`config.mk`:
```
export PLATFORM = sky130hd
export DESIGN_NAME = nan_select_unit
export DESIGN_NICKNAME = d
export VERILOG_FILES = /design/src/rtl/nanprop_pkg.sv /design/src/rtl/nan_classify.sv /design/src/rtl/nan_pick.sv /design/src/rtl/nan_quieten.sv /design/src/rtl/nan_select_unit.sv
export SDC_FILE = /design/constraint.sdc
export NUM_CORES = 1
export LEC_CHECK = 0
export ABC_AREA = 0
export BUFFER_PORTS_ARGS = -buffer_cell sky130_fd_sc_hd__buf_2
export CAP_MARGIN = 20
export CELL_PAD_IN_SITES_DETAIL_PLACEMENT = 1
export CELL_PAD_IN_SITES_GLOBAL_PLACEMENT = 2
export CORE_MARGIN = 4
export CORE_UTILIZATION = 30
export CTS_CLUSTER_DIAMETER = 150
export DETAILED_ROUTE_END_ITERATION = 8
export HOLD_SLACK_MARGIN = 0.15
export PLACE_DENSITY_LB_ADDON = 0.1
export SLEW_MARGIN = 20
export SYNTH_ARGS = -nofsm -noshare
export SYNTH_HDL_FRONTEND = slang
export SYNTH_SLANG_ARGS = --single-unit
export TNS_END_PERCENT = 100
```
`constraint.sdc`:
```
create_clock -name clk -period 1.2 [get_ports clk]
set_clock_uncertainty 0.2 [all_clocks]
set_input_delay 0.18 -clock clk [delete_from_list [all_inputs] [get_ports clk]]
set_output_delay 0.18 -clock clk [all_outputs]
set_load 0.1 [all_outputs]
```
`src/rtl/nanprop_pkg.sv`:
```
package nanprop_pkg;

  typedef enum logic [1:0] {
    POL_ORDERED = 2'b00,
    POL_FIRST   = 2'b01,
    POL_MAG     = 2'b10,
    POL_RSVD    = 2'b11
  } nan_policy_e;

  typedef struct packed {
    logic quiet;
    logic signaling;
  } nan_kind_t;

endpackage

```
`src/rtl/nan_classify.sv`:
```
module nan_classify
  import nanprop_pkg::*;
#(
  parameter int EXP_W  = 8,
  parameter int FRAC_W = 23
) (
  input  logic [EXP_W+FRAC_W:0] op,
  input  logic                  inv,
  output nan_kind_t             kind
);
  localparam int W = 1 + EXP_W + FRAC_W;

  logic exp_ones;
  logic top_bit;
  logic rest_nz;
  logic form_q;
  logic form_s;

  always_comb begin
    exp_ones  = &op[W-2:FRAC_W];
    top_bit   = op[FRAC_W-1];
    rest_nz   = |op[FRAC_W-2:0];
    form_q    = exp_ones & top_bit;
    form_s    = exp_ones & ~top_bit & rest_nz;
    kind.quiet     = inv ? form_s : form_q;
    kind.signaling = inv ? form_q : form_s;
  end

endmodule

```
`src/rtl/nan_pick.sv`:
```
module nan_pick
  import nanprop_pkg::*;
#(
  parameter int W = 32
) (
  input  logic [W-1:0] op_a,
  input  logic [W-1:0] op_b,
  input  nan_kind_t    kind_a,
  input  nan_kind_t    kind_b,
  input  logic [1:0]   policy,
  output logic         pick_b
);
  logic [W-2:0] mag_a;
  logic [W-2:0] mag_b;
  logic         a_larger;

  always_comb begin
    mag_a    = op_a[W-2:0];
    mag_b    = op_b[W-2:0];
    a_larger = (mag_a > mag_b) |
               ((mag_a == mag_b) & ~op_a[W-1] & op_b[W-1]);

    unique case (nan_policy_e'(policy))
      POL_ORDERED: pick_b = ~kind_a.signaling &
                            (kind_b.signaling | ~kind_a.quiet);
      POL_MAG: begin
        if (kind_a.signaling)
          pick_b = kind_b.signaling ? ~a_larger : kind_b.quiet;
        else if (kind_a.quiet)
          pick_b = kind_b.quiet & ~a_larger;
        else
          pick_b = 1'b1;
      end
      default: pick_b = ~(kind_a.quiet | kind_a.signaling);
    endcase
  end

endmodule

```
`src/rtl/nan_quieten.sv`:
```
module nan_quieten #(
  parameter int EXP_W  = 8,
  parameter int FRAC_W = 23
) (
  input  logic [EXP_W+FRAC_W:0] chosen,
  input  logic                  chosen_sig,
  input  logic                  inv,
  input  logic                  dflt_mode,
  output logic [EXP_W+FRAC_W:0] result
);
  localparam int W = 1 + EXP_W + FRAC_W;
  localparam logic [W-1:0] DFLT_NORM =
    {1'b0, {EXP_W{1'b1}}, 1'b1, {(FRAC_W-1){1'b0}}};
  localparam logic [W-1:0] DFLT_INV =
    {1'b0, {EXP_W{1'b1}}, 1'b0, {(FRAC_W-1){1'b1}}};

  logic [W-1:0] dflt_nan;

  always_comb begin
    dflt_nan = inv ? DFLT_INV : DFLT_NORM;
    if (dflt_mode)
      result = dflt_nan;
    else if (chosen_sig && inv)
      result = dflt_nan;
    else if (chosen_sig)
      result = chosen | (W'(1) << (FRAC_W - 1));
    else
      result = chosen;
  end

endmodule

```
`src/rtl/nan_select_unit.sv`:
```
module nan_select_unit
  import nanprop_pkg::*;
#(
  parameter int EXP_W   = 8,
  parameter int FRAC_W  = 23,
  parameter bit REG_OUT = 1'b1
) (
  input  logic                  clk,
  input  logic                  rst_n,
  input  logic                  in_valid,
  input  logic [EXP_W+FRAC_W:0] op_a,
  input  logic [EXP_W+FRAC_W:0] op_b,
  input  logic [1:0]            policy,
  input  logic                  snan_one,
  input  logic                  dflt_mode,
  output logic                  out_valid,
  output logic [EXP_W+FRAC_W:0] result,
  output logic                  invalid
);
  localparam int W = 1 + EXP_W + FRAC_W;

  logic [W-1:0] ops [2];
  nan_kind_t    kinds [2];
  logic         pick_b;
  logic [W-1:0] chosen;
  logic         chosen_sig;
  logic [W-1:0] res_comb;
  logic         inv_comb;

  assign ops[0] = op_a;
  assign ops[1] = op_b;

  for (genvar k = 0; k < 2; k++) begin : g_cls
    nan_classify #(.EXP_W(EXP_W), .FRAC_W(FRAC_W)) u_cls (
      .op   (ops[k]),
      .inv  (snan_one),
      .kind (kinds[k])
    );
  end

  nan_pick #(.W(W)) u_pick (
    .op_a   (op_a),
    .op_b   (op_b),
    .kind_a (kinds[0]),
    .kind_b (kinds[1]),
    .policy (policy),
    .pick_b (pick_b)
  );

  always_comb begin
    chosen     = pick_b ? op_b : op_a;
    chosen_sig = pick_b ? kinds[1].signaling : kinds[0].signaling;
    inv_comb   = kinds[0].signaling | kinds[1].signaling;
  end

  nan_quieten #(.EXP_W(EXP_W), .FRAC_W(FRAC_W)) u_quiet (
    .chosen     (chosen),
    .chosen_sig (chosen_sig),
    .inv        (snan_one),
    .dflt_mode  (dflt_mode),
    .result     (res_comb)
  );

  if (REG_OUT) begin : g_reg
    logic [W-1:0] res_d, res_q;
    logic         inv_d, inv_q;
    logic         vld_q;

    always_comb begin
      res_d = res_q;
      inv_d = inv_q;
      if (in_valid) begin
        res_d = res_comb;
        inv_d = inv_comb;
      end
    end

    always_ff @(posedge clk or negedge rst_n) begin
      if (!rst_n) begin
        res_q <= '0;
        inv_q <= 1'b0;
        vld_q <= 1'b0;
      end else begin
        res_q <= res_d;
        inv_q <= inv_d;
        vld_q <= in_valid;
      end
    end

    assign result    = res_q;
    assign invalid   = inv_q;
    assign out_valid = vld_q;
  end else begin : g_comb
    assign result    = res_comb;
    assign invalid   = inv_comb;
    assign out_valid = in_valid;
  end

endmodule

```
Word-level counts from Yosys, hierarchy flattened

Index checks and enable logic that the tools add are counted.

Output and inout port bits: 34
Bits in registers: 34
Bits of input ports: 71

Multiplexer cells: 14
Bitwise operators: 21
Reduce and logical (&&, ||, !) cells: 6
Eq/ne operators: 2
$lt $le $gt $ge: 1

Operators by type and width:

| kind               | number |
|---|---|
| $mux 32            | 3 |
| $mux 23            | 2 |
| $reduce_or 22->1   | 2 |
| $eq 31x31->1       | 1 |
| $gt 31x31->1       | 1 |
| $reduce_and 8->1   | 2 |
| $and 1x1->1        | 10 |
| $mux 1             | 8 |
| $not 1->1          | 7 |
| $or 1x1->1         | 4 |
| $eq 2x2->1 const B | 1 |
| $logic_not 2->1    | 1 |
| $pmux 1 s2         | 1 |
| $logic_and 1x1->1  | 1 |

Depth between registers and ports, before layout

Gate-level depths: netlist of the first run.

Depth in word-level cells: 13
Gate-level depth with buffers: 12
Mapped depth without buffers: 11

Modules after synthesis

Synthesis of the first run repeated with hierarchy kept, for this count alone.

Cells, all modules: 326
Area total of the unflattened synthesis: 3,417.0 µm²

By module, submodules not included:

| module          | sequential area each (µm²) | area an instance (µm²) | times used | cells each |
|---|---|---|---|---|
| nan_select_unit | 850.8                      | 1,955.6                | 1          | 110 |
| nan_pick        | 0.0                        | 859.6                  | 1          | 126 |
| nan_quieten     | 0.0                        | 396.6                  | 1          | 60 |
| nan_classify    | 0.0                        | 102.6                  | 2          | 15 |

Worst setup path before layout of the first run

No wires, ideal clock.

Kind: input -> register
From: in op_b[13]
To: reg g_reg.res_q[0], in the netlist result[0]
Arrival time: 2,403 ps
Slack: -1,555 ps
Stages on the path: 11
Path buffers: 1
Cells stage by stage: inv_1 > ha_1 > and4_1 > a221oi_2 > a21oi_1 > or4b_4 > o2bb2ai_2 > a221oi_2 > nand3b_4 > buf_12 > o221ai_2

Longest elaborated chain between the ends: 13
Elaborated cells between the ends (all ways): 23
Those cells by class: order compare: 1; eq/ne: 1; mux: 11; bitwise: 8; reduce/logical: 2

Ends and longest elaborated chain:

| element                                                               | line                  | RTL |
|---|---|---|
| start, declared                                                       | nan_select_unit.sv:12 | `input logic [EXP_W+FRAC_W:0] op_b,` |
| parallel branches: the longest is 11 deep, another holds $gt 31x31->1 | --                    |  |
| $mux 32 *                                                             | nan_quieten.sv:23     | `else if (chosen_sig && inv)` |
| $mux 32 *                                                             | nan_quieten.sv:21     | `if (dflt_mode)` |
| end signal, assigned                                                  | nan_select_unit.sv:84 | `res_q <= res_d;` |
| end, declared                                                         | nan_select_unit.sv:65 | `logic [W-1:0] res_d, res_q;` |

Mark *: on every way between the ends.
A chain may end at the register's enable or synchronous reset.

Worst setup path in the final report of the first run

From: in op_b[10]
To: reg g_reg.res_q[10], in the netlist result[10]

The elaborated chain is that of the path after synthesis.

==> results by group, run 1 <==
Run status
  – Status: finished, violations left
  – Failing checks: setup timing

Detailed routing
  – Total wire length: 12100 um
  – Drt drc: 0
  – Drt wl/cell: 18.2 um
  – Post-route ant nets: 0
  – Detailed Routing Iterations Pass 1: 4
  – First DRT Iteration DRCs: 67
  – Via density: 5.03
  – Via Count: 3323

Floorplanning
  – Core ar.: 0.00968 sq mm
  – Initial Util: 30.6%
  – Standard-cell rows: 36
  – Die height: 107 um
  – Die W: 107 um
  – IO Pins: 105
  – Die area: 0.0115 sq mm

CTS
  – CTS Buf Count: 5
  – CTS root buf: clkbuf_8
  – Clock Pin Slew Worst Setup and Hold Paths: 0.07 ns
  – Clk_lat worst skew: 0.28 ns
  – Hold Buf Count CTS: 11
  – CTS Buffer Depth: 2
  – CTS tree: done
  – Sink Count: 34
  – Htree depth: 2

Yosys
  – Main combinational cell family by area after synthesis: compound AO/OA/AOI/OAI gates
  – Synth async-reset ratio: 100%
  – Synthesized area: 0.00296 sq mm
  – Ys Warns: 0
  – Top FF cell, synth: dfrtp_1
  – Post-synthesis mux area share: 8.15%
  – Avg Inst Size Synth: 9.44 sq um
  – EDFF count, synth: 0
  – Register area share after synthesis: 28.7%
  – Synthesized Nets: 416
  – Post-synthesis compound-gate area fraction: 23.0%
  – FF+latch count, synth: 34
  – Netlist cell types: 51
  – Gate Count Post-Synth: 314
  – Simple-Gate Fraction of Synth Area: 15.8%
  – Post-Synth XOR/XNOR Area: 0.591%
  – Adder-cell share of the synthesized area: 13.1%

Place
  – HPWL Detailed: 9490 um
  – GPL Wtd Cong: 0.896
  – Post-Place Cells: 618
  – Placement Cell Area: 0.00486 sq mm
  – I/O Buffers: 104

GRT
  – Largest net degree at the start of global routing: 35
  – All-Layer GR Usage: 20.6%
  – Antenna violations before repair: 0
  – GRT overflow: 0
  – First-pass GRT wire length: 18600 um
  – Vias in the first global route: 3536

Setup path
  – CP startpoint kind: input pin
  – CP cell instances: buf_6 -> buf_4 -> nor4_1 -> nand4_1 -> buf_4 -> o211ai_1 -> nor4b_1 -> a211oi_1 -> a21oi_4 -> buf_6 -> a221oi_4 -> nand3b_4 -> buf_12 -> buf_12 -> o221ai_4
  – Critical path required time: 1.14 ns
  – Cell with the largest stage delay on the worst path: nor4_1
  – Setup CP Type: in2reg
  – Crit. End Element: register
  – CP arrival: 2.80 ns
  – Critical path's largest stage delay: 0.39 ns
  – CP max FO: 5

Final layout
  – ANT cells: 0
  – Layout cell share with drive strength beyond 1: 59.3%
  – Layout filler cell count: 1064
  – Fin area: 0.00562 sq mm
  – Commonest non-fill, non-tap cell in the layout: buf_4
  – Final nets: 629
  – Final Util: 58.0%
  – Area Growth Syn to Fin: 89.7%
  – Most frequent cells in the layout: buf_4, buf_2, inv_1, buf_12, ha_1
  – Non-filler cells, final: 661

Pwr
  – Clock share of power: 17.2%
  – Sw Share: 42.5%
  – Combinational Power Share: 54.7%
  – Static Leak: 2.66 nW
  – Internal power: 2.88 mW
  – Total power: 5.02 mW
  – Worst-case vdd ir drop: 524 uV
  – Net switching power: 2.13 mW
  – Reg power frac: 28.2%
  – Cell Pwr Density: 893 mW/mm^2

STA
  – Tightest Pin Transition: 0.400 ns
  – Endpoints failing hold: 0
  – Worst setup margin: -1.66 ns
  – Setup total negative slack: -52.36 ns
  – Crit path time final: 2.86 ns
  – Max Clk Rate: 0.350 GHz
  – Max-slew violation count: 0
  – Final setup viols: 67
  – Worst slew margin: 72.6%
  – RSZ-0062 raised after global routing: true
  – Period utilization: 238%

Run
  – # Max-Cap Violations: 0

Worst hold path
  – Min-Delay Path Class: in2reg
-- Yosys cell counts, types with 2 or more instances --
cell / number / area, sq um
mux2i_1: 23 / 230
nor2_2: 2 / 12.5
o21ai_0: 8 / 40.0
nor2_1: 19 / 71.3
o221ai_2: 20 / 300
o211ai_1: 2 / 15.0
o221ai_1: 2 / 17.5
a21oi_1: 14 / 70.1
o31ai_1: 2 / 15.0
nor4_1: 9 / 56.3
inv_1: 58 / 218
nand2_1: 11 / 41.3
buf_12: 2 / 40.0
ha_1: 31 / 388
clkbuf_1: 5 / 18.8
a21o_1: 2 / 15.0
a21oi_2: 2 / 17.5
nor4_2: 3 / 37.5
a31o_2: 2 / 17.5
a31oi_1: 9 / 56.3
nand4_1: 11 / 68.8
a221oi_2: 2 / 30.0
nand3_1: 9 / 45.0
dfrtp_1: 34 / 851
nor3_1: 4 / 20.0
buf_2: 3 / 15.0
-- sequential cells by signal, summed over array words and instances, names as in the netlist --
signal,flops
result,32
out_valid,1
invalid,1
-- stage by stage --
step,hold slack (ns),setup slack [ns]
after global routing,0.116,-1.81
after floorplan,-0.316,-1.51
after detailed placement,-0.0466,-1.93
after CTS,0.0934,-1.60
after global placement,-0.0462,-1.90
final,0.0869,-1.66
-- worst max-delay path, delay by kind of cell --
| kind | cells | cell delay (ns) |
|---|---|---|
| compound gates | 5 | 0.98 |
| buf+inv | 6 | 0.80 |
| simple gates | 4 | 0.84 |
-- worst paths after layout --
kind                             from          to  slack, ns  depth (start not counted)
min                           op_b[6]   result[6]       0.09                          3
max in group asynchronous       rst_n  result[26]       0.41                          3
max                          op_b[10]  result[10]      -1.66                         15
min in group asynchronous       rst_n   result[3]       0.19                          3
max reg2reg                result[10]  result[10]       0.07                          3
min reg2reg                result[31]  result[31]       0.36                          1
-- routing by layer --
metal  vias to the layer above  routed length [um]  track usage, %
met4                         0                 199            4.60
met5                         -                   0               0
li1                       1586                   -               -
met1                      1644                5310            28.1
met3                        14                 416            1.98
met2                        79                6130            35.5
-- timing repair --
| action | in CTS | in global routing |
|---|---|---|
| gates resized for setup | 19 | 49 |
| gates cloned | 2 | 0 |
| setup buffers | 11 | 13 |
| pin swaps | 20 | 22 |
| endpoints found under the setup margin | 67 | 68 |
| hold endpoints to repair | 57 | 7 |
-- kinds of logic (layout without fill, tap and decap cells) --
group                      after synthesis  after routing
muxes                                   24             24
and+or+nand+nor                         79             79
DFF                                     34             34
AOI/OAI and AO/OA                       73             73
adders and majority gates               31             31
xor gates and xnor gates                 2              2
buffers and inverters                   71            285
-- layout make-up --
| type | count | area, sq um | share of cell area (%) |
|---|---|---|---|
| Tap cell | 133 | 166 | 2.96 |
| Sequential cell | 34 | 868 | 15.4 |
| Timing Repair Buffer | 219 | 2100 | 37.3 |
| Clock buffer | 8 | 90.1 | 1.60 |
| Multi-Input combinational cell | 209 | 2170 | 38.6 |
| Inverter | 58 | 228 | 4.05 |
-- power groups by stage --
stage / combinational, mW / clock (mW) / sequential [mW]
global route: 2.90 / 0.936 / 1.43
floorplan: 0.543 / 0 / 2.23
CTS: 2.62 / 0.870 / 1.42
finish: 2.74 / 0.861 / 1.41
detailed placement: 2.50 / 0 / 1.44
global placement: 2.45 / 0 / 1.43
No activity file was read; power rests on OpenSTA's default activity.
==> run 2: changes to the inputs <==
- CAP_MARGIN: 20 -> default
- GPL_TIMING_DRIVEN: default -> 0
==> results by group, run 2 (synthesis results as in run 1) <==
Run status
  – Status: finished, violations left
  – Failing checks: hold timing, setup timing

GRT
  – Vias in the first global route: 3117 (-12%)
  – GRT overflow: 0 (unchanged)
  – Antenna violations before repair: 0 (unchanged)
  – First-pass GRT wire length: 16700 um (-10%)
  – Largest net degree at the start of global routing: 35 (unchanged)
  – All-Layer GR Usage: 18.6% (-2.1 points)

Final layout
  – Area Growth Syn to Fin: 70.0%
  – Non-filler cells, final: 585 (-11%)
  – Layout cell share with drive strength beyond 1: 53.5% (-5.7 points)
  – Most frequent cells in the layout: buf_2, inv_1, buf_12, buf_4, dfrtp_1
  – Layout filler cell count: 1050 (-1.3%)
  – Final Util: 52.0% (-6.0 points)
  – Largest register FFs: 32 (unchanged)
  – Final nets: 553 (-12%)
  – ANT cells: 0 (unchanged)
  – Commonest non-fill, non-tap cell in the layout: buf_2

Floorplanning
  – Initial Util: 30.6% (unchanged)
  – IO Pins: 105 (unchanged)
  – Die area: 0.0115 sq mm (unchanged)
  – Die height: 107 um (unchanged)
  – Die W: 107 um (unchanged)
  – Core ar.: 0.00968 sq mm (unchanged)
  – Standard-cell rows: 36 (unchanged)

Place
  – Post-Place Setup Slack: -2.06 ns (-0.136 ns)
  – Post-Place Cells: 550 (-11%)
  – I/O Buffers: 103 (-0.96%)
  – HPWL Detailed: 8560 um (-9.8%)
  – GPL Wtd Cong: 0.818 (-8.8%)

CTS
  – CTS Buf Count: 5 (unchanged)
  – Hold Buf Count CTS: 9 (-2)
  – Htree depth: 2 (unchanged)
  – CTS root buf: clkbuf_8
  – Sink Count: 34 (unchanged)
  – CTS tree: done
  – Clk_lat worst skew: 0.28 ns (about the same)
  – CTS Buffer Depth: 2 (unchanged)
  – Clock Pin Slew Worst Setup and Hold Paths: 0.07 ns (about the same)

STA
  – Worst slew margin: 39.0% (-34 points)
  – Period utilization: 240% (+1.4 points)
  – Hold_ws: -0.229 ns (-0.316 ns)
  – RSZ-0062 raised after global routing: true
  – Final setup viols: 67 (unchanged)
  – Worst setup margin: -1.67 ns (-0.0171 ns)
  – Max-slew violation count: 0 (unchanged)
  – Max Clk Rate: 0.348 GHz (-0.59%)
  – Tightest Pin Transition: 0.915 ns (+0.515 ns)
  – Crit path time final: 2.87 ns (+0.0171 ns)
  – Endpoints failing hold: 34 (+34)

Detailed routing
  – Via density: 4.97 (-1.2%)
  – Detailed Routing Iterations Pass 1: 4 (unchanged)
  – Drt drc: 0 (unchanged)
  – Drt wl/cell: 18.4 um (+1.1%)
  – First DRT Iteration DRCs: 45 (-33%)
  – Post-route ant nets: 0 (unchanged)
  – Total wire length: 10800 um (-11%)
  – Via Count: 2905 (-13%)

Run
  – # Max-Cap Violations: 0 (unchanged)

Setup path
  – Setup CP Type: in2reg
  – CP max FO: 5 (unchanged)
  – Crit. End Element: register
  – CP startpoint kind: input pin
  – CP arrival: 2.80 ns (about the same)
  – Worst reg2reg setup slack: 0.10 ns (+0.03 ns)
  – Critical path required time: 1.13 ns (about the same)
  – Reg2Reg Capture Point: result[6]
  – Length in cells of the worst reg-to-reg path: 3 (unchanged)
  – RR Startpoint: result[6]

Worst hold path
  – Min-Delay Path Class: in2async

Pwr
  – Cell Pwr Density: 959 mW/mm^2 (+7.5%)
  – Total power: 4.83 mW (-3.7%)
  – Worst-case vdd ir drop: 521 uV (-0.62%)
  – Static Leak: 2.24 nW (-16%)
==> run 2: cell count changes in the layout (fill, tap and decap cells not counted), sizes merged <==
| cell | delta |
|---|---|
| clkinv | +1 |
| clkbuf | +4 |
| buf | -79 |
| dlygate4sd3 | -2 |
==> run 2: metrics by stage <==
stage	area (sq um)	setup TNS [ns]
after global routing	5040	-59.02
after detailed placement	3800	-63.64
final	5040	-54.55
after floorplan	3120	-48.42
after global placement	3800	-62.77
after CTS	4710	-54.03
==> run 2: power breakdown <==
| group | total [mW] | switching [mW] | internal (mW) |
|---|---|---|---|
| logic | 2.56 | 1.56 | 0.994 |
| clock network | 0.866 | 0.403 | 0.463 |
| registers | 1.41 | 0.138 | 1.27 |
==> run 2: worst max-delay path by stage <==
stage | startpoint | to | slack (ns)
floorplan | op_a[13] | result[0] | -1.51
global route | op_b[13] | result[11] | -1.79
global placement | op_b[10] | result[8] | -2.05
CTS | op_b[8] | result[4] | -1.67
finish | op_b[13] | result[21] | -1.67
detailed placement | op_b[10] | result[8] | -2.06
==> run 2: cell type report <==
class	instances	area (sq um)	share of cell area (%)
multi-input combinational	209	2250	44.7
timing repair buffer	131	1320	26.2
sequential	34	868	17.2
inverter	58	230	4.57
tap	133	166	3.30
buffer	12	111	2.21
clock buffer	7	86.3	1.71
clock inverter	1	5.00	0.0994
==> run 2: worst max-delay path: stages <==
cell       delay [ns]
buf_4            0.12
inv_4            0.04
ha_4             0.24
a21oi_2          0.14
nand2_1          0.08
a221oi_2         0.28
a21oi_2          0.11
or4b_4           0.59
o2bb2ai_4        0.17
buf_4            0.17
and2b_1          0.16
buf_6            0.14
mux2i_2          0.26
o221ai_2         0.13
==> run 2: routing by layer <==
metal / part of all wire (%) / track usage [%] / vias up
met2: 48 / 30.7 / 57
met3: 3.3 / 1.80 / 4
met4: 0.57 / 2.71 / 0
met1: 48 / 26.8 / 1414
li1: - / - / 1430
met5: 0 / 0 / -
==> run 2: timing repair <==
| action | in CTS | in global routing |
|---|---|---|
| resized for setup | 166 | 54 |
| pin swaps | 16 | 22 |
| hold endpoints to repair | 65 | 55 |
| buffers inserted | 8 | 12 |
| setup endpoints to repair | 67 | 67 |
| gates cloned | 1 | 0 |
==> run 3: changes to the inputs <==
- PLACE_DENSITY_LB_ADDON: 0.1 -> 0.05
==> results by group, run 3 (synthesis results as in run 1) <==
CTS
  – Clock Pin Slew Worst Setup and Hold Paths: 0.07 ns (about the same)
  – CTS root buf: clkbuf_8
  – Htree depth: 2 (unchanged)
  – Clk_lat worst skew: 0.28 ns (about the same)
  – CTS tree: done
  – Sink Count: 34 (unchanged)
  – CTS Buf Count: 5 (unchanged)
  – Hold Buf Count CTS: 9 (unchanged)
  – CTS Buffer Depth: 2 (unchanged)

STA
  – Max Clk Rate: 0.344 GHz (-1.1%)
  – Max-slew violation count: 0 (unchanged)
  – Worst setup margin: -1.71 ns (-0.0312 ns)
  – Period utilization: 242% (+2.6 points)
  – Final setup viols: 67 (unchanged)
  – Setup total negative slack: -53.01 ns (+1.54 ns)
  – RSZ-0062 raised after global routing: true
  – Hold_ws: -0.228 ns (+0.00114 ns)
  – Crit path time final: 2.91 ns (+0.0312 ns)
  – Endpoints failing hold: 34 (unchanged)
  – Worst slew margin: 42.8% (+3.9 points)
  – Tightest Pin Transition: 0.857 ns (-0.0580 ns)

Setup path
  – CP arrival: 2.83 ns (+0.03 ns)
  – RR Startpoint: result[16]
  – Critical path required time: 1.12 ns (about the same)
  – Length in cells of the worst reg-to-reg path: 3 (unchanged)
  – CP bufs+invs: 4 (unchanged)
  – Worst reg2reg setup slack: 0.12 ns (+0.02 ns)
  – Cell with the largest stage delay on the worst path: or4b_4
  – Most common cell on crit path: buf_4
  – CP cell instances: buf_4 -> inv_2 -> ha_4 -> o21ai_1 -> nor2_1 -> o31ai_2 -> a21oi_2 -> or4b_4 -> a21oi_4 -> buf_6 -> buf_4 -> mux2i_1 -> o221ai_4
  – Reg2Reg Capture Point: result[16]
  – Setup CP Type: in2reg
  – CP startpoint kind: input pin
  – Worst path top cell family by delay: compound AO/OA/AOI/OAI gates
  – CP max FO: 6 (+1)
  – Crit. End Element: register
  – Critical path's largest stage delay: 0.59 ns (about the same)

Floorplanning
  – Die area: 0.0115 sq mm (unchanged)
  – Die height: 107 um (unchanged)
  – Standard-cell rows: 36 (unchanged)
  – Core ar.: 0.00968 sq mm (unchanged)
  – Die W: 107 um (unchanged)
  – IO Pins: 105 (unchanged)
  – Initial Util: 30.6% (unchanged)

Run status
  – Status: finished, violations left
  – Failing checks: hold timing, setup timing

GRT
  – Vias in the first global route: 3124 (+0.22%)
  – First-pass GRT wire length: 17000 um (+1.4%)
  – GRT overflow: 0 (unchanged)
  – Antenna violations before repair: 0 (unchanged)
  – All-Layer GR Usage: 18.8% (+0.29 points)
  – Largest net degree at the start of global routing: 35 (unchanged)

Detailed routing
  – Via Count: 2984 (+2.7%)
  – Drt drc: 0 (unchanged)
  – First DRT Iteration DRCs: 110 (+140%)
  – Total wire length: 11300 um (+4.7%)
  – Detailed Routing Iterations Pass 1: 4 (unchanged)
  – Drt wl/cell: 19.0 um (+3.1%)
  – Post-route ant nets: 0 (unchanged)
  – Via density: 5.02 (+1.2%)

Final layout
  – Non-filler cells, final: 594 (+1.5%)
  – Layout cell share with drive strength beyond 1: 54.7% (+1.1 points)
  – Final nets: 562 (+1.6%)
  – Commonest non-fill, non-tap cell in the layout: buf_2
  – ANT cells: 0 (unchanged)
  – Final Util: 53.2% (+1.1 points)
  – Layout filler cell count: 1072 (+2.1%)
  – Most frequent cells in the layout: buf_2, inv_1, buf_12, buf_4, dfrtp_1
  – Largest register FFs: 32 (unchanged)
  – Area Growth Syn to Fin: 73.8%

Place
  – GPL Wtd Cong: 0.820 (+0.27%)
  – I/O Buffers: 103 (unchanged)
  – HPWL Detailed: 8490 um (-0.83%)
  – Post-Place Setup Slack: -2.10 ns (-0.0434 ns)
  – Post-Place Cells: 550 (unchanged)

Run
  – # Max-Cap Violations: 0 (unchanged)

Pwr
  – Static Leak: 2.28 nW (+2.0%)
  – Worst-case vdd ir drop: 551 uV (+5.9%)
  – Cell Pwr Density: 948 mW/mm^2 (-1.1%)

Worst hold path
  – Min-Delay Path Class: in2async
-- run 3: how the worst max path moves through the flow --
stage                 end  slack [ns]  cells after the start     start
2_1_floorplan   result[0]       -1.51                     10  op_a[13]
3_3_place_gp    result[7]       -2.05                     13   op_b[8]
3_5_place_dp    result[7]       -2.10                     13   op_b[5]
4_1_cts        result[20]       -1.62                     14   op_b[4]
5_1_grt         result[0]       -1.90                     11   op_a[7]
6_report        result[0]       -1.71                     13   op_b[5]
-- run 3: routing by layer --
| metal | wire [um] | vias up | GRT usage (%) | part of all wire (%) |
|---|---|---|---|---|
| li1 | - | 1450 | - | - |
| met1 | 5240 | 1463 | 26.5 | 46 |
| met2 | 5600 | 66 | 31.4 | 50 |
| met3 | 357 | 5 | 2.04 | 3.2 |
| met4 | 86 | 0 | 3.79 | 0.76 |
| met5 | 0 | - | 0 | 0 |
-- run 3: layout make-up --
cell class,instances,area [sq um],share of cell area (%)
plain buffers,12,95.1,1.85
clock buffers,7,86.3,1.68
clock inverters,1,5.00,0.0972
inverters,58,233,4.52
multi-input cells,209,2240,43.5
flip-flops and latches,34,868,16.9
well taps,133,166,3.23
repair buffers,140,1460,28.3
-- run 3: metrics by stage --
step / power [mW] / area, sq um
finish: 4.88 / 5150
global route: 5.12 / 5150
CTS: 4.74 / 4900
detailed placement: 3.29 / 3800
global placement: 3.27 / 3800
floorplan: 2.78 / 3120
-- run 3: report_power, final --
part	switching, mW	internal (mW)
sequential	0.141	1.27
combinational	1.57	1.02
clock	0.412	0.463
-- run 3: what timing repair did --
| item | 4_1_cts | 5_1_grt |
|---|---|---|
| buffers inserted | 17 | 10 |
| gates cloned | 1 | 1 |
| resized for setup | 185 | 40 |
| pin swaps | 13 | 14 |
| endpoints found under the hold margin | 66 | 57 |
| setup endpoints to repair | 67 | 67 |
-- run 3: worst register-to-register path: cells and delay by family (launching register included) --
family / cells / cell delay (ns)
buf+inv: 2 / 0.21
flops: 1 / 0.42
compound gates: 1 / 0.09
